**src/rtl/phase_seq.sv**
```systemverilog
module phase_seq (
  input  logic       clk,
  input  logic       rst_n,
  input  logic       run,
  input  logic       halt_req,
  input  logic [2:0] opcode,
  input  logic       r_zero,
  output logic       fetch,
  output logic       fetch_wr,
  output logic       exec,
  output logic       exec_wr,
  output logic       alu_add,
  output logic       alu_and,
  output logic       alu_xor,
  output logic       rsel_alu,
  output logic       rsel_mem,
  output logic       rsel_ir,
  output logic       addr_pc,
  output logic       addr_ir,
  output logic       ir_we,
  output logic       r_we,
  output logic       pc_we,
  output logic       mem_we,
  output logic       pc_inc,
  output logic       pc_ld,
  output logic       halt
);
  localparam logic [2:0] OP_HALT = 3'd0;
  localparam logic [2:0] OP_ADD  = 3'd1;
  localparam logic [2:0] OP_AND  = 3'd2;
  localparam logic [2:0] OP_XOR  = 3'd3;
  localparam logic [2:0] OP_LDI  = 3'd4;
  localparam logic [2:0] OP_LD   = 3'd5;
  localparam logic [2:0] OP_ST   = 3'd6;
  localparam logic [2:0] OP_BZ   = 3'd7;

  logic running, phase, pulse;

  always_ff @(posedge clk) begin
    if (!rst_n || halt_req) begin
      running <= 1'b0;
      phase   <= 1'b0;
      pulse   <= 1'b0;
    end else if (!running) begin
      running <= run;
      phase   <= 1'b0;
      pulse   <= 1'b0;
    end else if (phase && pulse && opcode == OP_HALT) begin
      running <= 1'b0;
      phase   <= 1'b0;
      pulse   <= 1'b0;
    end else begin
      pulse <= ~pulse;
      if (pulse) phase <= ~phase;
    end
  end

  assign fetch    = running & ~phase;
  assign exec     = running & phase;
  assign fetch_wr = fetch & pulse;
  assign exec_wr  = exec & pulse;

  logic is_alu, take_br;
  assign is_alu  = opcode == OP_ADD || opcode == OP_AND || opcode == OP_XOR;
  assign take_br = opcode == OP_BZ && r_zero;

  assign alu_add  = exec & (opcode == OP_ADD);
  assign alu_and  = exec & (opcode == OP_AND);
  assign alu_xor  = exec & (opcode == OP_XOR);
  assign rsel_alu = exec & is_alu;
  assign rsel_mem = exec & (opcode == OP_LD);
  assign rsel_ir  = exec & (opcode == OP_LDI);
  assign addr_pc  = fetch;
  assign addr_ir  = exec & (is_alu || opcode == OP_LD || opcode == OP_ST);
  assign ir_we    = fetch_wr;
  assign r_we     = exec_wr & (is_alu || opcode == OP_LD || opcode == OP_LDI);
  assign mem_we   = exec_wr & (opcode == OP_ST);
  assign pc_we    = exec_wr;
  assign pc_inc   = exec & ~take_br;
  assign pc_ld    = exec & take_br;
  assign halt     = exec & (opcode == OP_HALT);
endmodule


```
**config.mk**
```make
export PLATFORM = sky130hd
export DESIGN_NAME = phase_seq
export DESIGN_NICKNAME = d
export VERILOG_FILES = /design/src/rtl/phase_seq.sv
export SDC_FILE = /design/constraint.sdc
export NUM_CORES = 1
export LEC_CHECK = 0
export ABC_AREA = 1
export ABC_CLOCK_PERIOD_IN_PS = 1300
export CAP_MARGIN = 15
export CORE_AREA = 2 2 39 41
export CTS_BUF_LIST = sky130_fd_sc_hd__clkbuf_4 sky130_fd_sc_hd__clkbuf_8
export DETAILED_ROUTE_END_ITERATION = 7
export DIE_AREA = 0 0 41 43
export GPL_TIMING_DRIVEN = 0
export PLACE_DENSITY = 0.64
export REMOVE_ABC_BUFFERS = 1
export SLEW_MARGIN = 20
export SYNTH_ARGS = -nofsm -noshare
export SYNTH_HDL_FRONTEND = slang
export SYNTH_SLANG_ARGS = --single-unit
```
**constraint.sdc**
```tcl
create_clock -name clk -period 1.3 [get_ports clk]
set_input_delay 0.195 -clock clk [delete_from_list [all_inputs] [get_ports clk]]
set_output_delay 0.195 -clock clk [all_outputs]
set_load 0.01 [all_outputs]
```
Yosys cells after proc, flatten, opt, wreduce, memory -nomap -nowiden
Cells that the tools add are included.
{ "classes": {"eq_ne": 7, "mux": 2, "n_bitwise": 20, "reduce_logical": 12} }
{ "op_table": {"columns": ["cell", "count"], "rows": [
  ["1-bit bitwise AND", 16],
  ["3-bit == test (second input constant)", 4],
  ["3-bit by 2-bit == test with 1-bit output (second input constant)", 2],
  ["1-bit logical OR", 6],
  ["1-bit NOT", 4],
  ["3-bit by 1-bit == test with 1-bit output (second input constant)", 1],
  ["1-bit logical AND", 3],
  ["3-bit zero test", 1],
  ["3-bit OR reduction", 1],
  ["1-bit two-way mux", 2],
  ["1-bit zero test", 1]
]} }
{ "word_totals": {"regBits": 3, "in_bits": 8, "out_inout_bits": 19, "wordCells": 44} }

Logic depth before layout (Yosys ltp)
Gate-level depths: netlist of run 1.
{ "logic_depth": {"ltp_word": 6, "depth_mapped": 5, "ltp_nobuf": 5} }

Worst setup path after synthesis of run 1
No wires, ideal clock.
{ "synth_timing": {"path_kind": "reg-to-output", "start": "reg pulse", "end": "out ir_we", "t_arrival_ns": 0.998, "t_required_ns": 1.105, "path_slack_ns": 0.107, "stages_incl_launch_ff": 4, "path_buffers": 1, "path_cell_list": "dfxtp_1 -> inv_1 -> nor3_1 -> buf_4"} }
{ "synth_via": {"elab_chain_cells": 1} }
{ "synth_lines": {"columns": ["item", "line", "source"], "rows": [
  ["from (decl)", "37", "logic running, phase, pulse;"],
  ["from (signal assigned)", "53", "pulse <= ~pulse;"],
  ["1-bit bitwise AND", "60", "assign fetch_wr = fetch & pulse;"],
  ["to (decl)", "20", "output logic ir_we,"]
]} }
No other way between the ends.

Worst setup path in the final report of run 1
{ "layout_timing": {"start": "reg phase", "end": "out alu_and"} }
{ "layout_via": {"elab_chain_cells": 2} }
{ "layout_lines": {"columns": ["item", "line", "source"], "rows": [
  ["from (decl)", "37", null],
  ["from (signal assigned)", "54", "if (pulse) phase <= ~phase;"],
  ["1-bit bitwise AND", "59", "assign exec = running & phase;"],
  ["1-bit bitwise AND", "68", "assign alu_and = exec & (opcode == OP_AND);"],
  ["to (decl)", "13", "output logic alu_and,"]
]} }
No other way between the ends.

==> impl.org, run 1 <==
** Status
- Run status :: complete, no violations

** Global routing
- Entering global routing, the biggest net connects 6 pins.
- Number of antenna violations at the first check in global routing :: 0
- Number of global-route vias before repair :: 322
- The first global-routing pass estimated ~1200 um of wire.
- For this run the aggregate overflow at the end of global routing stands at 0.
- All-Layer GR Usage :: 0.107

** Worst setup path
- Worst Setup End Kind :: output port
- STA classifies the critical path startpoint as a flip-flop.
- Along the worst path, the maximum fanout reaches 5.
- At the worst endpoint, the required time is 1.11 ns.
- The setup path with the least slack is of type flip-flop to output port.
- Crit path arrival time :: ~1.1 ns

** Pwr
- In this run the static leakage power is about 0.00032 uW.
- IR analysis of the VDD net gives a maximum drop of around 0.39 mV.
- Power per Cell Area :: around 630 nW/um2

** Floorplanning
- Standard cell core area :: between 1000 and 1500 um2
- Measured along the y axis, the die boundary spans approximately 43 um.
- Boundary pin count :: 27
- The die covers between 1500 and 2000 um2.
- After floorplanning, the core was divided into 14 placement rows.
- Initial Util :: 0.225
- Die Width :: 41 um

** Clock tree
- TritonCTS clock tree :: built
- No sink is reached through more buffers than the 2 on the longest clock path.
- Counting the buffers created by CTS gives 3.
- CTS sink count :: 3
- Buffer cell driving the clock tree root :: clkbuf_4
- Htree depth :: 1
- For this design, the CTS-stage hold fixing added 0 buffers.
- Clock latency on the worst-skew pair :: between 0.2 and 0.25 ns
- After clock tree synthesis, the clock-pin slew on the worst setup and hold paths is 0.04 ns.

** Logic synthesis
- Number of instances in the synthesized netlist :: 52
- The Yosys step of the flow raised 0 warnings.
- Of the total synthesized cell area, the portion taken by AND, OR, NAND and NOR gates is 0.574.
- Share of Yosys cell area claimed by the top area cell type :: 0.193
- After synthesis, the largest family of logic cells by area is simple AND/OR/NAND/NOR gates.
- Per-instance average area after synthesis :: between 5 and 6 um2
- Post-Synthesis Cell Area :: between 300 and 400 um2
- Largest cells by area after synthesis :: dfxtp_1, nor2_1, nand2_1
- Of the total synthesized cell area, the portion taken by full adders, half adders and majority gates is 0.
- Number of distinct library cells after synthesis :: 15
- Of the total synthesized cell area, the portion taken by XOR and XNOR cells is 0.
- The synthesized-area fraction occupied by ao, oa, aoi and oai cells came to 0.0442.
- Leading area contributor after synthesis :: dfxtp_1
- Measured against the total synthesized area, the mux share comes to 0.
- The share of the Yosys chip area taken by registers is 0.193.
- Number of synthesized register bits :: 3

** Timing
- Dividing the final minimum period by the clock period gives 0.978.
- Setup repair after global routing could not meet its margin everywhere.
- Slew at the pin with the worst max-slew slack :: roughly 0.20 ns
- Subtracting the final worst setup slack from the clock period gives 1.27 ns.
- On the final layout, the worst clock skew is around 0.0051 ns.
- Setup violations remaining at the end of the flow were counted as 0.
- In this run the tightest slew margin relative to its limit is 0.863.
- Final WS setup :: approximately 0.028 ns
- Total count of hold-check failures in the final report :: 0
- Final slew viol count :: 0
- Peak Freq :: between 700 and 800 MHz

** Drt
- For this block, the initial DRC count from the detailed router was 3.
- For this block, the routed nets add up to 821 um of wire.
- In the final routed layout, each cell accounts on average for 8.46 um.
- In this run the remaining antenna-violating nets after routing total 0.
- Number of vias per cell :: 4.08
- For this run, design rule violations remaining after detail routing come to 0.
- Via Count :: between 300 and 400
- Before antenna repair, the detailed router went through 4 iterations.

** Placed design
- OpenSTA, run right after detailed placement, puts the worst setup slack at -0.592 ns.
- I/O Buffers :: 26
- Sum of net half-perimeters after detailed placement :: 653 um
- Placed Area :: ~570 um2
- Routability-driven placement finished with a final weighted congestion of 0.663.
- Inst Count DP :: a little over 90

** Cells and area
- Fraction of final layout cells with drive strength greater than 1 :: 0.506
- Multi-input logic area :: roughly 200 um2
- After the last flow step, the layout net total stands at 90.
- Post-route non-filler standard cell count :: between 90 and 100
- Register area :: about 66 um2
- Final instance area :: 548 um2
- Most used cells in the layout excluding fill and tap cells :: nor2_1, buf_2, nand2_1
- At the end of the flow the core is filled with cells to 0.396.
- The repair_antennas step left the layout with diodes totalling 0.
- Counting the fill cells in the layout gives between 150 and 200.
- Relative to the synthesized area, the layout overhead comes to 75.9%.

** Job
- Across the run, the number of max-cap violations was 0.

** Min path
- Path class of the lowest-slack min-delay path :: input pin to flip-flop
[flip-flops by register name, indices dropped and copies added (netlist names)]
signal / count
phase: 1
running: 1
pulse: 1
[path summary, 6_finish.rpt]
| path | slack, ns | from | to | cells after the start |
|---|---|---|---|---|
| setup / recovery | 0.03 | phase | alu_and | 5 |
| hold / removal | 0.40 | opcode[0] | running | 5 |
| setup reg to reg | 0.43 | pulse | running | 6 |
| hold reg to reg | 0.46 | running | phase | 2 |
[layer usage]
| layer | vias to the layer above | GRT usage | share of wire |
|---|---|---|---|
| li1 | 213 | - | - |
| met1 | 164 | 0.102 | 0.39 |
| met2 | 15 | 0.169 | 0.49 |
| met3 | 4 | 0.0314 | 0.083 |
| met4 | 0 | 0.100 | 0.035 |
| met5 | - | 0 | 0 |
[per-stage QoR]
| step | TNS (ns) | hold WS, ns | power (uW) |
|---|---|---|---|
| 2_1_floorplan | 0 | 0.336 | 123 |
| 3_3_place_gp | -6.27 | 0.463 | 160 |
| 3_5_place_dp | -6.42 | 0.485 | 160 |
| 4_1_cts | -0.0105 | 0.465 | 361 |
| 5_1_grt | -0.153 | 0.440 | 374 |
| 6_report | 0 | 0.398 | 348 |
[area by class of cell]
| cell class | count | area share |
|---|---|---|
| Sequential cell | 3 | 0.121 |
| Tap cell | 16 | 0.0365 |
| Multi-Input combinational cell | 37 | 0.374 |
| Clock buffer | 4 | 0.0548 |
| Timing Repair Buffer | 28 | 0.347 |
| Inverter | 9 | 0.0662 |
[where the power goes]
| group | leakage [uW] | internal [uW] | switching, uW | total (uW) |
|---|---|---|---|---|
| logic | 0.000274 | 27.9 | 32.6 | 60.5 |
| clock network | 0.0000184 | 136 | 54.5 | 191 |
| registers | 0.0000261 | 93.7 | 2.85 | 96.5 |
[synth_stat cells]
master / n
buf_4: 3
inv_1: 7
nand3_1: 3
nor3_2: 2
nor2_4: 1
nand2_2: 2
nor2_1: 13
dfxtp_1: 3
nand2_4: 2
a21oi_1: 1
nor3_1: 3
a21oi_2: 1
inv_4: 1
nand2_1: 9
inv_2: 1
[repair_timing]
action / 4_1_cts / 5_1_grt
setup endpoints to repair: 19 / 14
pin swaps: 0 / 0
gates resized for setup: 67 / 10
setup buffers: 2 / 0
[cells by family after synthesis]
logic type | Yosys count
buf+inv | 12
compound gates | 2
simple gates | 35
flops | 3
[critical path: stages, from the launching register on]
cell	delay, ns
dfxtp_4	0.37
nand2_4	0.08
inv_4	0.08
nand2_4	0.06
nor3_2	0.10
buf_2	0.15
(Power assumes the default switching activity.)
==> run 2, diff against run 1 <==
GPL_TIMING_DRIVEN = unset   (was 0)
==> impl.org, run 2 (synthesis results as in run 1) <==
** Timing
- Final worst path period share :: 1.01
- The final-report max-slew violation count came to 0.
- Slew at the pin with the worst max-slew slack :: around 0.2 ns
- Total count of hold-check failures in the final report :: 0
- Setup violations, final :: 3
- After layout, the worst setup slack is -0.0152 ns.
- The smallest clock period supported by the final layout is computed as about 1.3 ns.
- Worst-case headroom to the max-slew limit :: 0.870
- Unrepaired setup endpoints after global routing :: true
- Timing would allow up to roughly 760 MHz.
- The clock arrives with 0.000241 ns of skew.
- After routing, the total negative slack on setup checks comes to -0.0294 ns.
- Hold timing on the final database bottoms out at a slack of 0.532 ns.

** Drt
- Wire length reported by the detailed router :: ~930 um
- Number of vias per cell :: between 4 and 5
- The detail route stage leaves a number of antenna-violating nets equal to 0.
- Drt initial violations :: 10
- For this run, the detailed router's first-pass iteration total came to 4.
- Dividing the detail-routed wire length by the instance count gives 8.57 um.
- For this run, design rule violations remaining after detail routing come to 0.
- The routed layout has ~450 vias.

** Job
- Max-cap violations in this run came to 0.

** Worst setup path
- Crit path arrival time :: 1.12 ns
- Of all nets on the critical path, the largest fanout is 5.
- The critical path is of the flip-flop to output port type.
- Worst reg-to-reg setup slack :: 0.39 ns
- The worst register-to-register path has a depth of 6.
- Capturing point of the worst reg2reg path :: running
- The worst setup path is launched from a flip-flop.
- The worst setup path is captured at an output port.
- In this run the critical register-to-register path is launched from phase.
- Required time worst endpoint :: 1.11 ns

** Floorplanning
- Total die area :: ~1800 um2
- Initial Util :: 0.225
- The die is 43 um tall.
- The core region is ~1400 um2.
- In this run the count of I/O pins placed on the die edge is 27.
- FP Rows :: 14
- Die Width :: about 40 um

** Placed design
- Sum of net half-perimeters after detailed placement :: ~680 um
- Gpl congestion :: ~0.64
- Buffers placed on the I/O ports in this run total 26.
- Post-placement setup slack :: -0.567 ns

** Global routing
- The initial antenna violation count is 0.
- Gr ovfl total :: 0
- In the global route stage, overall resource usage came out at 0.119.
- The first global-routing pass estimated about 1400 um of wire.
- Entering global routing, the biggest net connects 6 pins.
- Number of global-route vias before repair :: about 380

** Clock tree
- Total clock buffers created by CTS :: 3
- The cell sitting at the root of the clock tree is a clkbuf_4.
- Clock latency on the worst-skew pair :: 0.23 ns
- The clock passes through at most 2 buffers.
- Htree depth :: 1
- TritonCTS built the clock tree.
- Clock-pin transition on the worst setup and hold timing paths :: about 0.040 ns
- CTS sink count :: 3

** Pwr
- IR analysis of the VDD net gives a maximum drop of approximately 0.36 mV.
- Leakage dissipation :: between 0.0003 and 0.0004 uW
- In this run the power density over the cells is about 550 nW/um2.

** Min path
- Hold-critical path endpoint :: pulse
- The worst hold path passes through 2 cells.
- The worst hold path belongs to the class flip-flop to flip-flop.
- Critical hold path startpoint :: pulse

** Cells and area
- Of the cells placed in the final design, the portion with a size suffix greater than 1 is 0.565.
- At the end of the flow the core is filled with cells to 0.475.
- The layout has approximately 160 filler cells.
- Register area :: between 60 and 70 um2
- Multi-input logic area :: ~230 um2
- The number of antenna diodes in the final layout is 0.
- Area growth from synthesis to layout :: 111%
- The top cell types in the final layout, fill and taps aside, are buf_2, buf_4, nor2_1.
- Final layout net count :: a little over 100
- The library cell used most frequently in the layout, excluding fill and tap cells, is buf_2.
- Registers with the most flip-flops :: phase x1, pulse x1, running x1

** Status
- The checks that failed: setup timing.
- Run status :: finished with violations
-- run 2: cell count changes in the layout (fill, tap and decap cells not counted), sizes merged --
| cell | previous run | this run |
|---|---|---|
| clkdlybuf4s15 | 2 | 0 |
| buf | 13 | 29 |
| clkbuf | 9 | 7 |
| dlygate4sd2 | 4 | 3 |
-- run 2: critical path: stages, from the launching register on --
cell and delay, ns:
dfxtp_2 0.32, buf_6 0.11, nand2_8 0.07, inv_8 0.08, nand2_8 0.05, nor3_2 0.10, buf_2 0.15
-- run 2: repair_timing --
item / in CTS / in global routing
gates resized for setup: 78 / 13
hold buffers: 0 / 0
buffers inserted: 3 / 1
pin swaps: 1 / 5
cloned: 0 / 0
endpoints found under the setup margin: 19 / 16
-- run 2: metal layers --
| layer | part of all wire | GRT usage | vias to the layer above |
|---|---|---|---|
| li1 | - | - | 238 |
| met1 | 0.35 | 0.108 | 194 |
| met2 | 0.58 | 0.200 | 13 |
| met3 | 0.069 | 0.0471 | 0 |
| met4 | 0 | 0.0800 | 0 |
| met5 | 0 | 0 | - |
-- run 2: worst max path at each step --
stage / startpoint / end / slack (ns)
finish: running / alu_xor / -0.02
global route: running / alu_and / -0.09
CTS: running / r_we / -0.03
detailed placement: opcode[1] / pc_ld / -0.57
global placement: opcode[1] / pc_ld / -0.54
floorplan: pulse / fetch_wr / 0.16
-- run 2: layout make-up --
type | instances | share of cell area
well taps | 16 | 0.0305
multi-input cells | 37 | 0.352
repair buffers | 39 | 0.410
clock buffers | 4 | 0.0457
flip-flops and latches | 3 | 0.0990
inverters | 9 | 0.0629
-- run 2: report_power, final --
part	internal (uW)	leakage (uW)	switching [uW]
logic	41.8	0.000317	41.4
registers	93.6	0.0000256	1.64
clock network	136	0.0000184	44.3
total	271	0.000361	87.4
-- run 2: per-stage QoR --
stage / power (uW) / cell area [um2] / instances
detailed placement: 172 / 637 / 100
global route: 391 / 657 / 108
CTS: 359 / 643 / 107
global placement: 172 / 637 / 100
floorplan: 123 / 289 / 49
finish: 358 / 657 / 108
==> run 3, diff against run 2 <==
TNS_END_PERCENT = 20   (was unset)
==> impl.org, run 3 (synthesis results as in run 1) <==
** Placed design
- Inst Count DP :: 100
- Summed over all nets, the half-perimeter wirelength after detailed placement is approximately 700 um.
- Placed Area :: 637 um2
- The count of buffers added on input and output ports is 26.
- At the end of routability-driven placement, the weighted congestion stood at 0.637.

** Worst setup path
- Setup Crit Path Kind :: flip-flop to output port
- At the worst endpoint, the arrival time is roughly 1.1 ns.
- The critical path goes through nand2_8, nor2_4, buf_4, clkdlybuf4s15_2.
- Maximum cell stage delay along the critical path :: between 0.3 and 0.4 ns
- Worst Setup End Kind :: output port
- In this run the worst path has a maximum fanout of 5.
- Among cell families on the critical path, the largest total delay comes from flip-flops.
- At the worst endpoint, the required time is approximately 1.1 ns.
- Critical-path cell with the highest stage delay :: dfxtp_4
- Crit path launch type :: flip-flop
- Critical path buffer and inverter count :: 2
- For the worst flop-to-flop path, the logic depth is 6.
- Worst reg-to-reg setup slack :: 0.38 ns
- Crit path capture :: pc_we
- The startpoint identified for the worst register-to-register timing path is phase.
- Levels on crit path :: 4
- In this run the critical register-to-register path is captured at running.
- Critical Path Source :: phase

** Timing
- Setup violations, final :: 0
- The final-report max-slew violation count was 0.
- Between clock sinks in the finished design, the worst skew comes to roughly 0.00017 ns.
- At the pin with the least slew margin, the transition time is slightly below 0.2 ns.
- The final hold violation count is 0.
- Setup total negative slack :: 0 ns
- Setup repair after global routing could not meet its margin everywhere.
- Worst-case headroom to the max-slew limit :: 0.870
- Based on the critical path, the design can be clocked at up to slightly below 800 MHz.
- In the finished design, the share of the clock period the worst path needs comes to 0.999.
- Post-layout min period :: about 1.3 ns

** Pwr
- Maximum resistive drop on vdd :: between 0.3 and 0.4 mV
- Power per Cell Area :: 564 nW/um2
- Tot Pwr :: ~350 uW
- For this design the static power due to leakage is about 0.00033 uW.

** Floorplanning
- Die Y-Extent :: ~43 um
- Measured along the x axis, the die boundary spans roughly 40 um.
- Boundary pin count :: 27
- The initial utilization of the core area, before any placement, comes to 0.225.
- Row generation in the floorplan step produced 14 rows.
- Standard cell core area :: 1380 um2
- Total die area :: 1760 um2

** Global routing
- Entering global routing, the biggest net connects 6 pins.
- After global routing the overflow that remains totals 0.
- All-Layer GR Usage :: 0.116
- The via count of the first global-routing pass was between 300 and 400.
- Global-route wire length before repair :: between 1000 and 1500 um
- The initial antenna violation count came to 0.

** Clock tree
- Htree depth :: 1
- Total clock buffers created by CTS :: 3
- Number of buffers added to fix hold violations after cts :: 0
- Clock latency on the worst-skew pair :: ~0.23 ns
- TritonCTS built the clock tree.
- Deepest clock path buffer count :: 2
- CTS placed an instance of clkbuf_4 at the clock tree root.
- Clock-pin slew was measured on the worst setup and hold paths at roughly 0.04 ns.
- Counting every sink on the clock net gives 3.

** Drt
- Number of vias per cell :: between 4 and 5
- Wires add up to about 900 um.
- Dividing the detail-routed wire length by the instance count gives between 8 and 9 um.
- For this block, the initial DRC count from the detailed router was 10.
- After detailed routing, the number of remaining DRC violations is 0.
- Before antenna repair, the detailed router went through 4 iterations.
- Via Count :: approximately 440
- Once detail routing completed, the nets flagged for antenna violations numbered 0.

** Min path
- Path class of the lowest-slack min-delay path :: flip-flop to flip-flop

** Cells and area
- The number of antenna diodes in the final layout is 0.
- Registers with the most flip-flops :: phase x1, pulse x1, running x1
- Most used cells in the layout excluding fill and tap cells :: nor2_1, buf_2, buf_4
- In the final layout, the share of cells above drive strength 1 is 0.551.
- Post-route non-filler standard cell count :: around 110
- Final instance area :: 618 um2
- Compared with the post-synthesis result, the final layout area differs by 98.4%.
- In the final design database the tool counted 98 nets.

** Status
- The flow ran to the end, and the final reports show no timing, DRC or antenna violations.

** Job
- Max-cap violations in this run came to 0.
[run 3: metrics by stage]
stage	setup WS, ns	hold WS [ns]	util
after floorplan	0.158	0.336	-
after global placement	-0.543	0.496	0.460
after detailed placement	-0.567	0.503	0.460
after CTS	-0.0408	0.478	0.452
after global routing	-0.0584	0.553	0.447
final	0.00162	0.502	0.447
[run 3: worst min-delay path by stage]
| stage | slack, ns | end | start | depth (start not counted) |
|---|---|---|---|---|
| after floorplan | 0.34 | running | run | 2 |
| after global placement | 0.50 | phase | running | 2 |
| after detailed placement | 0.50 | phase | running | 2 |
| after CTS | 0.48 | phase | running | 2 |
| after global routing | 0.55 | phase | running | 2 |
| final | 0.50 | phase | running | 2 |
[run 3: layout make-up]
type	instances	area, um2
clock buffers	4	30.0
fillers	164	766
inverters	9	36.3
multi-input cells	37	211
flip-flops and latches	3	67.6
well taps	16	20.0
repair buffers	36	253
[run 3: per-layer routing]
metal  routed length, um  share of wire  GRT usage
met1                 322           0.37      0.108
met2                 491           0.56      0.191
met3                  63          0.072     0.0471
met4                   0              0     0.0800
met5                   0              0          0
[run 3: repair_timing]
item	4_1_cts	5_1_grt
setup endpoints to repair	19	13
pin swaps	0	1
buffers inserted	1	0
resized for setup	63	18
gates cloned	0	0
[run 3: tightest hold or removal path, cell delays in order, from the launching register on]
cell and delay [ns]:
dfxtp_4 0.36, nand2_1 0.06, nor3_1 0.04
[run 3: where the power goes]
part	internal [uW]	switching (uW)
registers	92.6	4.18
logic	37.1	34.6
clock network	136	44.3
